===== src/rtl/wdog_pkg.sv =====
package wdog_pkg;

  typedef struct packed {
    logic       steer;
    logic [4:0] mult;
    logic [1:0] res;
  } wd_cfg_t;

  localparam int unsigned MAX_UNITS = 31 * 64;

  // units per resolution step: 1, 4, 16, 64
  function automatic int unsigned res_units(input logic [1:0] code);
    return 32'd1 << (2 * code);
  endfunction

  function automatic int unsigned timeout_units(input wd_cfg_t c);
    return int'(c.mult) * res_units(c.res);
  endfunction

endpackage


===== src/rtl/wdog_edge_sync.sv =====
module wdog_edge_sync #(
  parameter int STAGES = 2
) (
  input  logic clk,
  input  logic rst_n,
  input  logic async_i,
  output logic edge_o
);
  logic [STAGES:0] chain;

  always_ff @(posedge clk or negedge rst_n) begin
    if (!rst_n) chain[0] <= 1'b0;
    else        chain[0] <= async_i;
  end

  for (genvar g = 1; g <= STAGES; g++) begin : g_stage
    always_ff @(posedge clk or negedge rst_n) begin
      if (!rst_n) chain[g] <= 1'b0;
      else        chain[g] <= chain[g-1];
    end
  end

  assign edge_o = chain[STAGES-1] ^ chain[STAGES];

endmodule


===== src/rtl/wdog_timer.sv =====
module wdog_timer
  import wdog_pkg::*;
#(
  parameter int UNIT_TICKS = 62,
  parameter int CW         = 17
) (
  input  logic    clk,
  input  logic    rst_n,
  input  logic    tick_i,
  input  logic    restart_i,
  input  wd_cfg_t cfg_i,
  output logic    expire_o
);
  logic [CW-1:0] cnt;
  logic [CW-1:0] target;
  logic          halted;
  logic          armed;

  assign target   = CW'(timeout_units(cfg_i) * UNIT_TICKS);
  assign armed    = (cfg_i.mult != 5'd0) && !halted;
  assign expire_o = tick_i && armed && !restart_i && (cnt == target - CW'(1));

  always_ff @(posedge clk or negedge rst_n) begin
    if (!rst_n) begin
      cnt    <= '0;
      halted <= 1'b0;
    end else if (restart_i) begin
      cnt    <= '0;
      halted <= 1'b0;
    end else if (expire_o) begin
      cnt    <= '0;
      halted <= 1'b1;
    end else if (tick_i && armed) begin
      cnt    <= cnt + CW'(1);
    end
  end

  // zero multiplier never expires
  a_r3_zero_mult: assert property (@(posedge clk) disable iff (!rst_n)
    (cfg_i.mult == 5'd0) |-> !expire_o);
  // a restart clears the count
  a_r5_restart_clears: assert property (@(posedge clk) disable iff (!rst_n)
    restart_i |=> (cnt == '0));
  // after expiry no further expiry until restart
  a_r11_halt: assert property (@(posedge clk) disable iff (!rst_n)
    (expire_o && !restart_i) |=> !expire_o);

endmodule


===== src/rtl/wdog_pulse.sv =====
module wdog_pulse #(
  parameter int PULSE_TICKS = 100
) (
  input  logic clk,
  input  logic rst_n,
  input  logic tick_i,
  input  logic start_i,
  output logic rst_n_o
);
  localparam int PW = $clog2(PULSE_TICKS + 1);

  logic [PW-1:0] left;

  always_ff @(posedge clk or negedge rst_n) begin
    if (!rst_n)                     left <= '0;
    else if (start_i)               left <= PW'(PULSE_TICKS);
    else if (tick_i && left != '0)  left <= left - PW'(1);
  end

  assign rst_n_o = (left == '0);

  // pulse only begins from a start request
  a_r7_pulse_origin: assert property (@(posedge clk) disable iff (!rst_n)
    $fell(rst_n_o) |-> $past(start_i));
  // without a tick the pulse does not end
  a_r7_pulse_hold: assert property (@(posedge clk) disable iff (!rst_n)
    (!rst_n_o && !tick_i) |=> !rst_n_o);

endmodule


===== src/rtl/steerable_wdog.sv =====
module steerable_wdog
  import wdog_pkg::*;
#(
  parameter int UNIT_TICKS  = 62,
  parameter int PULSE_TICKS = 100,
  parameter int SYNC_STAGES = 2
) (
  input  logic       clk,
  input  logic       rst_n,
  input  logic       tick_i,
  input  logic       cfg_we_i,
  input  logic [7:0] cfg_wdata_i,
  input  logic       flag_rd_i,
  input  logic       kick_i,
  output logic [7:0] cfg_q_o,
  output logic       wdf_o,
  output logic       irq_o,
  output logic       rst_n_o,
  output logic       ft_clr_o
);
  localparam int CW = $clog2(MAX_UNITS * UNIT_TICKS + 1);

  wd_cfg_t cfg;
  logic    kick_edge;
  logic    restart;
  logic    expire;
  logic    expire_rst;
  logic    expire_irq;

  wdog_edge_sync #(.STAGES(SYNC_STAGES)) u_sync (
    .clk(clk), .rst_n(rst_n), .async_i(kick_i), .edge_o(kick_edge)
  );

  assign restart = cfg_we_i | kick_edge;

  wdog_timer #(.UNIT_TICKS(UNIT_TICKS), .CW(CW)) u_timer (
    .clk(clk), .rst_n(rst_n), .tick_i(tick_i), .restart_i(restart),
    .cfg_i(cfg), .expire_o(expire)
  );

  assign expire_rst = expire &&  cfg.steer;
  assign expire_irq = expire && !cfg.steer;

  wdog_pulse #(.PULSE_TICKS(PULSE_TICKS)) u_pulse (
    .clk(clk), .rst_n(rst_n), .tick_i(tick_i), .start_i(expire_rst),
    .rst_n_o(rst_n_o)
  );

  always_ff @(posedge clk or negedge rst_n) begin
    if (!rst_n) begin
      cfg      <= '0;
      wdf_o    <= 1'b0;
      irq_o    <= 1'b0;
      ft_clr_o <= 1'b0;
    end else begin
      ft_clr_o <= expire_rst;
      if (cfg_we_i)        cfg <= wd_cfg_t'(cfg_wdata_i);
      else if (expire_rst) cfg <= '0;
      if (expire)          wdf_o <= 1'b1;
      else if (flag_rd_i)  wdf_o <= 1'b0;
      if (cfg_we_i)        irq_o <= 1'b0;
      else if (expire_irq) irq_o <= 1'b1;
    end
  end

  assign cfg_q_o = cfg;

  // expiry always leaves the flag set
  a_r9_flag_set: assert property (@(posedge clk) disable iff (!rst_n)
    expire |=> wdf_o);
  // interrupt holds until a setup write
  a_r6_irq_hold: assert property (@(posedge clk) disable iff (!rst_n)
    (irq_o && !cfg_we_i) |=> irq_o);
  // the clear strobe comes with an emptied setup byte
  a_r8_cfg_cleared: assert property (@(posedge clk) disable iff (!rst_n)
    ft_clr_o |-> (cfg_q_o == 8'h00));
  // the clear strobe is a single cycle
  a_r8_strobe_single: assert property (@(posedge clk) disable iff (!rst_n)
    ft_clr_o |=> !ft_clr_o);
  // reset-mode expiry never raises the interrupt
  a_r7_no_irq: assert property (@(posedge clk) disable iff (!rst_n)
    (expire_rst && !irq_o) |=> !irq_o);

endmodule


===== config.mk =====
export PLATFORM = sky130hd
export DESIGN_NAME = steerable_wdog
export DESIGN_NICKNAME = d
export VERILOG_FILES = /design/src/rtl/wdog_pkg.sv /design/src/rtl/wdog_edge_sync.sv /design/src/rtl/wdog_timer.sv /design/src/rtl/wdog_pulse.sv /design/src/rtl/steerable_wdog.sv
export SDC_FILE = /design/constraint.sdc
export NUM_CORES = 1
export LEC_CHECK = 0
export ABC_AREA = 1
export ABC_CLOCK_PERIOD_IN_PS = 18000
export CELL_PAD_IN_SITES_DETAIL_PLACEMENT = 1
export CELL_PAD_IN_SITES_GLOBAL_PLACEMENT = 2
export CORE_MARGIN = 2
export CORE_UTILIZATION = 38
export DETAILED_ROUTE_END_ITERATION = 8
export PLACE_DENSITY = 0.95
export REMOVE_ABC_BUFFERS = 1
export SYNTH_ARGS = -nofsm -noshare
export SYNTH_HDL_FRONTEND = slang
export SYNTH_SLANG_ARGS = --single-unit
export TNS_END_PERCENT = 5

===== constraint.sdc =====
create_clock -name clk -period 18 [get_ports clk]
set_input_delay 1.8 -clock clk [delete_from_list [all_inputs] [get_ports clk]]
set_output_delay 1.8 -clock clk [all_outputs]
set_load 0.01 [all_outputs]

======== Word level (Yosys, flattened, before mapping) ========
Index checks and enable logic that the tools add are counted.
storage, ports and cells
  bits in registers ....................... 39
  latch bits .............................. 0
  RAM bits ................................ 0
  memory bits (read-only) ................. 0
  output and inout bits ................... 12
  logic and storage cells ................. 53
  memories kept ........................... 0
operators by class
  add/sub/neg operators ................... 3
  multipliers ............................. 2
  div/mod/pow operators ................... 0
  order comparisons ....................... 0
  equal/unequal tests ..................... 1
  shift-type cells ........................ 1
  multiplexer cells ....................... 13
  bitwise operators ....................... 2
  reductions and logical operators ........ 19
operators with widths
  cell                     number
  $mux W17                 3
  $mul A32 B5 Y16 const B  1
  $mul A5 B32 Y32          1
  $shl A1 B3 Y32 const A   1
  $add A17 B1 Y17 const B  1
  $eq A17 B17 Y1           1
  $sub A17 B1 Y17 const B  1
  $mux W8                  2
  $mux W7                  2
  $reduce_bool A2 Y1       5
  $logic_and A1 B1 Y1      7
  $logic_not A7 Y1         1
  $reduce_bool A7 Y1       1
  $sub A7 B1 Y7 const B    1
  $mux W1                  6
  $reduce_bool A5 Y1       1
  $logic_not A1 Y1         3
  $reduce_bool A3 Y1       1
  $or A1 B1 Y1             1
  $xor A1 B1 Y1            1

======== Longest topological paths before layout ========
Gate-level depths: netlist (run 1).
  depth in word-level cells ............... 9
  mapped depth ............................ 41
  depth with buffers taken out ............ 41

======== Hierarchy ========
Synthesis (run 1) repeated with hierarchy kept, for this count alone.
second synthesis, totals
  cells, all modules ...................... 807
  area, all modules ....................... 5340.1 um^2
by module, submodules not included
  module          times used  cells each  area an instance (um^2)  sequential area each (um^2)
  wdog_timer      1           681         4322.9                   450.4
  wdog_pulse      1           71          490.5                    175.2
  steerable_wdog  1           47          432.9                    275.3
  wdog_edge_sync  1           8           93.8                     75.1

======== Least setup slack after synthesis (run 1) ========
No wires, ideal clock.
  path kind ............................... flip-flop to flip-flop
  start ................................... register cfg (netlist bit cfg_q_o[1])
  end ..................................... register u_timer.cnt[9]
  data arrival time ....................... 6333 ps
  path slack .............................. 11587 ps
  cell stages (with the launch flop) ...... 35
  cell sequence ........................... dfrtp_1 inv_1 nand2_1 nor2_1 ha_1 fa_1 fa_1 inv_1 a21oi_1 nand2_1 a21boi_0 xor2_1 fa_1 fa_1 inv_1 fa_1 inv_1 ha_1 nand2_1 nor2_1 nand3_1 nand3_1 nand2_1 nand2_2 nand2_1 nor2_2 nand3_1 nand2_1 nand2_1 nor2_1 nor2_2 nand2_2 nand2_4 buf_12 nor3_2
between the ends
  cells in the longest elaborated chain, start to end .. 8
  elaborated cells between the ends (all ways) .. 9
RTL lines
  element                 RTL line              source
  start, declared         steerable_wdog.sv:23  wd_cfg_t cfg;
  start signal, assigned  steerable_wdog.sv:57  if (cfg_we_i) cfg <= wd_cfg_t'(cfg_wdata_i);
  $shl A1 B3 Y32 *        wdog_pkg.sv:13        return 32'd1 << (2 * code);
  $mul A5 B32 Y32 *       wdog_pkg.sv:17        return int'(c.mult) * res_units(c.res);
  $mul A32 B5 Y16 *       wdog_timer.sv:19      assign target = CW'(timeout_units(cfg_i) * UNIT_TICKS);
  $sub A17 B1 Y17 *       wdog_timer.sv:21      assign expire_o = tick_i && armed && !restart_i && (cnt == target - CW'(1));
  $eq A17 B17 Y1 *        wdog_timer.sv:21
  $logic_and A1 B1 Y1 *   wdog_timer.sv:21
  $mux W17                wdog_timer.sv:30      end else if (expire_o) begin
  $mux W17                wdog_timer.sv:27      end else if (restart_i) begin
  end signal, assigned    wdog_timer.sv:34      cnt <= cnt + CW'(1);
  end, declared           wdog_timer.sv:14      logic [CW-1:0] cnt;
Mark *: on every way between the ends. The rest lies on a longest branch, timed or not.
A chain may end at the register's enable or synchronous reset.

======== Worst setup path in the final report (run 1) ========
  start ................................... register cfg (netlist bit cfg_q_o[1])
  end ..................................... register u_pulse.left[2]
between the ends
  cells in the longest elaborated chain, start to end .. 8
  elaborated cells between the ends (all ways) .. 9
RTL lines
  element                                               RTL line              source
  $shl A1 B3 Y32 *                                      wdog_pkg.sv:13
  $mul A5 B32 Y32 *                                     wdog_pkg.sv:17
  $mul A32 B5 Y16 *                                     wdog_timer.sv:19
  $sub A17 B1 Y17 *                                     wdog_timer.sv:21
  $eq A17 B17 Y1 *                                      wdog_timer.sv:21
  $logic_and A1 B1 Y1 *                                 wdog_timer.sv:21
  $logic_and A1 B1 Y1 *                                 steerable_wdog.sv:41  assign expire_rst = expire && cfg.steer;
  $mux W7 / $reduce_bool A2 Y1 (equally long branches)  -
  end signal, assigned                                  wdog_pulse.sv:16      else if (start_i) left <= PW'(PULSE_TICKS);
  end signal, assigned                                  wdog_pulse.sv:17      else if (tick_i && left != '0) left <= left - PW'(1);
  end, declared                                         wdog_pulse.sv:12      logic [PW-1:0] left;
Marked as above.

==> results.yml, run 1 <==
floorplanning:
  rows: 43
  dieArea_um2: 14900
  io_pins: 26
  die_w_um: 122
  start_util_pct: 38.6
  die_h_um: 122
  core_area_um2: 13800
placement:
  dp_hpwl_mm: 12.8
  place_congestion: 0.865
  portBuffers: 25
  post-place-ws_ns: 10.58
critical_path:
  critPathRequiredTime_ns: 18.15
  critical_path.max_stage_delay_ns: 0.55
  critPathLaunchType: "flip-flop"
  slowest_stage: "fa_1"
  worstSetupPathType: "reg2reg"
  crit_path_max_fanout: 13
  cp.arrival_ns: 7.58
  endpoint_kind: "flip-flop"
  crit_top_cell: "nand2_1"
synth:
  synthTopCellsByCount: "nand2_1, inv_1, nand3_1"
  synth_edf_count: 0
  avgSynthCellArea_um2: 6.67
  yosysTopAreaCellShare_pct: 18.4
  async_flop_share_pct: 100
  yosys.area.top_type: "dfrtp_1"
  synth-seq-cells: 39
  ys_warn_count: 0
  syn-instance-count: 797
  synth_flop_cell: "dfrtp_1"
  yosysSeqAreaShare_pct: 18.4
  syn-cell-area_um2: 5310
  synth_most_common_cell: "nand2_1"
  synthDistinctLibCells: 36
  yosys-top-cells-area: "dfrtp_1, nand2_1, fa_1"
run_status:
  status: "complete, no violations"
timing:
  timing.final.crit_share_pct: 41.2
  whs_ns: 0.361
  rsz0062_at_grt: "no"
  clock_skew_ns: 0.00678
  tightest_slew_ns: 0.918
  slew_headroom_pct: 38.8
  final_hold_viol_count: 0
  setup_violations: 0
  setup-tns-final_ns: 0
  fin_crit_ns: 7.42
  fmax_mhz: 135
  worst_slack_ns: 10.58
  finalMaxSlewViolations: 0
route:
  drc_errors: 0
  drt_wl_total_mm: 15.0
  dr.pass1.iters: 4
  antenna_left: 0
  vias: 5039
  initialDrtViolationCount: 144
  viasPerCell: 5.01
  wl_per_cell_um: 14.9
power:
  leakage_nw: 3.17
  ir_worst_vdd_uv: 58.1
  powerDensity_nw_per_um2: 146
layout:
  antenna_cells: 0
  fillers: 1891
  post-route-util_pct: 42.7
  drive_above_1_share_pct: 7.26
  area_growth_pct: 10.6
  num-nets-final: 909
global_routing:
  globalRouteOverflowTotal: 0
  antenna_found_initial: 0
  grt_pass1_wl_mm: 25.7
  grt_max_degree: 40
  grt_pass1_vias: 5470
  grt_util_all_layers_pct: 21.3
cts:
  cts_tree: "done"
  cts_hold_buf: 0
  htreeDepth: 2
  post_cts_buffers: 0
  root_buffer: "clkbuf_16"
  clkTransAtPathRegs_ns: 0.06
  clock_latency_ns: 0.29
  cts_buffer_depth: 2
  cts_inserted_buffers: 5
  cts_resized: 0
  clock-sinks: 39
job:
  drv_cap: 0
min_path:
  hold_path_class: "reg2reg"
==> layout by cell type (no fill, tap or decap), types with 2 or more instances in the layout <==
cell               n
nor2_2            14
xor2_1            22
nand2_1          218
dfrtp_1           39
clkbuf_16          5
xnor2_1            6
nor2_1            71
nand4_1           15
and2_1             2
nand2_2           16
o21ai_0            7
nor4_1             4
clkdlybuf4s50_1   24
nor2_4             4
o211ai_1           3
a21oi_1           20
nor3b_1            2
nand3_2            5
nand3_1           85
nor3_2             2
ha_1              37
nor3_1            12
a211oi_1           2
inv_2              6
fa_1              33
inv_1            158
nand2_4            2
==> routing by layer <==
layer	routed length (um)	global-route usage, %	share of wire (%)	vias up
met4	239	4.67	1.6	0
met5	0	0	0	-
met1	6850	26.9	46	2442
met2	7670	39.2	51	58
li1	-	-	-	2522
met3	272	2.04	1.8	17
==> logic make-up after synthesis <==
family                   count (synthesis)  share of synthesized area (%)
XOR/XNOR                                28                           4.61
adder cells (fa/ha/maj)                 70                           21.1
AND/OR/NAND/NOR                        455                           39.3
buffers and inverters                  168                           12.5
AO/OA/AOI/OAI                           37                           4.12
flip-flops                              39                           18.4
==> per-stage QoR <==
step	area (um^2)	cells	total power (W)
6_report	5880	1006	0.000860
5_1_grt	5880	1006	0.000962
4_1_cts	5880	1006	0.000866
3_5_place_dp	5740	998	0.000775
3_3_place_gp	5740	998	0.000748
2_1_floorplan	5270	793	0.000621
==> sequential cells by signal, indices dropped and copies added, names as in the netlist <==
name and count:
u_sync.chain 3, u_timer.halted 1, u_timer.cnt 17, ft_clr_o 1, irq_o 1, wdf_o 1
u_pulse.left 7, cfg_q_o 8
==> worst paths after layout <==
| check | start | endpoint | slack (ns) | cells past startpoint |
|---|---|---|---|---|
| worst max register to register | cfg_q_o[1] | u_pulse.left[2] | 10.58 | 33 |
| max in group asynchronous | rst_n | u_timer.cnt[1] | 15.77 | 1 |
| worst min register to register | u_sync.chain[0] | u_sync.chain[1] | 0.36 | 0 |
| min in group asynchronous | rst_n | ft_clr_o | 1.64 | 1 |
| worst min-delay path | u_sync.chain[0] | u_sync.chain[1] | 0.36 | 0 |
| worst max-delay path | cfg_q_o[1] | u_pulse.left[2] | 10.58 | 33 |
==> final cells by class <==
class                      instances  area, um^2  area share [%]
inverter                         164         616            10.5
tap                              180         225            3.83
multi-input combinational        590        3670            62.5
sequential                        39         976            16.6
clock buffer                       6         129            2.19
timing repair buffer              25         245            4.17
clock inverter                     2        12.5           0.213
==> where the power goes <==
part           internal [W]  leakage (nW)   total, W  switching, W
logic              0.000213          2.59   0.000663      0.000450
registers         0.0000973         0.512   0.000108     0.0000111
clock network     0.0000512        0.0669  0.0000881     0.0000369
==> worst max-delay path, delay by kind of cell (launching register included) <==
kind / cells / cell delay [ns]
and+or+nand+nor: 15 / 1.92
adders and majority gates: 7 / 3.14
AOI/OAI and AO/OA: 4 / 0.87
xor gates and xnor gates: 1 / 0.51
buffers and inverters: 6 / 0.37
DFF: 1 / 0.47
No activity file was read; power rests on OpenSTA's default activity.
==> run 2, diff against run 1 <==
--- a/config.mk
+++ b/config.mk
@@ -6,13 +6,13 @@
 export NUM_CORES = 1
 export LEC_CHECK = 0
 export ABC_AREA = 1
-export ABC_CLOCK_PERIOD_IN_PS = 18000
+export ABC_CLOCK_PERIOD_IN_PS = 7080
 export CELL_PAD_IN_SITES_DETAIL_PLACEMENT = 1
 export CELL_PAD_IN_SITES_GLOBAL_PLACEMENT = 2
 export CORE_MARGIN = 2
-export CORE_UTILIZATION = 38
+export CORE_UTILIZATION = 35
 export DETAILED_ROUTE_END_ITERATION = 8
-export PLACE_DENSITY = 0.95
+export PLACE_DENSITY = 0.9
 export REMOVE_ABC_BUFFERS = 1
 export SYNTH_ARGS = -nofsm -noshare
 export SYNTH_HDL_FRONTEND = slang
==> constraint.sdc (replaced) <==
create_clock -name clk -period 7.08 [get_ports clk]
set_input_delay 0.708 -clock clk [delete_from_list [all_inputs] [get_ports clk]]
set_output_delay 0.708 -clock clk [all_outputs]
set_load 0.01 [all_outputs]
==> results.yml, run 2 (synthesis gave the netlist of run 1 again) <==
run_status:
  status: "complete, no violations"
route:
  vias: 5032
  drc_errors: 0
  dr.pass1.iters: 5
  initialDrtViolationCount: 162
  antenna_left: 0
  viasPerCell: 4.88
  drt_wl_total_mm: 14.8
  wl_per_cell_um: 14.4
timing:
  tightest_slew_ns: 0.917
  finalMaxSlewViolations: 0
  fin_crit_ns: 6.62
  whs_ns: 0.373
  final_hold_viol_count: 0
  fmax_mhz: 151
  clock_skew_ns: 0.00869
  worst_slack_ns: 0.462
  slew_headroom_pct: 38.9
  timing.final.crit_share_pct: 93.5
  setup_violations: 0
critical_path:
  critPathRequiredTime_ns: 7.26
  critical_path.max_stage_delay_ns: 0.53
  cp.arrival_ns: 6.80
  endpoint_kind: "flip-flop"
  slowest_stage: "fa_1"
  crit_path_max_fanout: 6
  reg2reg_slack_ns: 0.46
  crit_top_cell: "nand2_1"
  worstSetupPathType: "reg2reg"
  critPathLaunchType: "flip-flop"
cts:
  cts_inserted_buffers: 5
  root_buffer: "clkbuf_16"
  cts_buffer_depth: 2
  clock_latency_ns: 0.29
  clock-sinks: 39
  htreeDepth: 2
  clkTransAtPathRegs_ns: 0.06
  cts_tree: "done"
global_routing:
  grt_max_degree: 40
  globalRouteOverflowTotal: 0
  grt_pass1_wl_mm: 26.0
  antenna_found_initial: 0
  grt_util_all_layers_pct: 19.7
  grt_pass1_vias: 5442
placement:
  portBuffers: 25
  place_congestion: 0.797
  post-place-ws_ns: 0.150
  place_area_um2: 5860
  dp_hpwl_mm: 12.5
layout:
  drive_above_1_share_pct: 12.7
  antenna_cells: 0
  regMostFlops: "u_timer.cnt"
  fillers: 1939
  fin_area_um2: 6210
  final_cell_mix: "nand2_1, inv_1, nand3_1, nor2_1, dfrtp_1"
  area_growth_pct: 16.9
  final_common_cell: "nand2_1"
  largest_register_ffs: 17
  num-nets-final: 926
min_path:
  hold_path_class: "reg2reg"
floorplanning:
  core_area_um2: 15000
  dieArea_um2: 16200
  io_pins: 26
  rows: 45
  die_w_um: 127
  start_util_pct: 35.3
  die_h_um: 127
power:
  ir_worst_vdd_uv: 120
  total_power_w: 0.00230
  leakage_nw: 3.28
  powerDensity_nw_per_um2: 371
job:
  drv_cap: 0
==> run 2: cell count changes in the layout (fill, tap and decap cells not counted), sizes merged <==
cell	delta
bufinv	+1
clkinv	+1
clkinvlp	-1
clkbuf	-1
buf	+17
==> run 2: final cells by class <==
cell class                      instances  area [um^2]  area share [%]
Tap cell                              188          235            3.79
Clock inverter                          3         43.8           0.705
Sequential cell                        39          978            15.8
Timing Repair Buffer                   42          385            6.21
Multi-Input combinational cell        590         3830            61.6
Inverter                              164          616            9.91
Clock buffer                            5          125            2.01
==> run 2: worst max-delay path, delay by kind of cell, from the launching register on <==
kind                       cells  cell delay [ns]
adders and majority gates      8             3.09
buffers and inverters          6             0.61
DFF                            1             0.43
and+or+nand+nor               19             2.04
xor gates and xnor gates       1             0.17
AOI/OAI and AO/OA              1             0.13
==> run 2: through the flow <==
stage	TNS, ns	utilization [%]	std cells
final	0	41.3	1031
after global routing	-0.0343	41.3	1031
after CTS	0	40.1	1028
after detailed placement	0	39.0	1020
after global placement	0	39.0	1020
after floorplan	0	-	793
==> run 2: final timing paths <==
check | startpoint | endpoint | cells past startpoint
setup / recovery | cfg_q_o[1] | u_pulse.left[4] | 35
max in group asynchronous | rst_n | cfg_q_o[1] | 1
hold reg to reg | u_sync.chain[0] | u_sync.chain[1] | 0
min in group asynchronous | rst_n | u_timer.cnt[15] | 1
setup reg to reg | cfg_q_o[1] | u_pulse.left[4] | 35
hold / removal | u_sync.chain[0] | u_sync.chain[1] | 0
==> run 2: power by group <==
| part | total (W) | leakage, nW | internal, W | switching (W) |
|---|---|---|---|---|
| combinational | 0.00176 | 2.69 | 0.000607 | 0.00115 |
| sequential | 0.000275 | 0.510 | 0.000248 | 0.0000271 |
| clock | 0.000265 | 0.0838 | 0.000166 | 0.0000989 |
| total | 0.00230 | 3.28 | 0.00102 | 0.00128 |
==> run 2: layer usage <==
metal,track usage (%),routed length (um),share of wire (%),vias to the layer above
li1,-,-,-,2557
met1,25.4,6970,47,2412
met2,35.5,7320,49,51
met3,2.35,352,2.4,12
met4,4.20,194,1.3,0
met5,0,0,0,-
==> run 2: what timing repair did <==
action	4_1_cts	5_1_grt
hold buffers	0	0
resized for setup	0	37
setup buffers	0	3
endpoints found under the setup margin	0	36
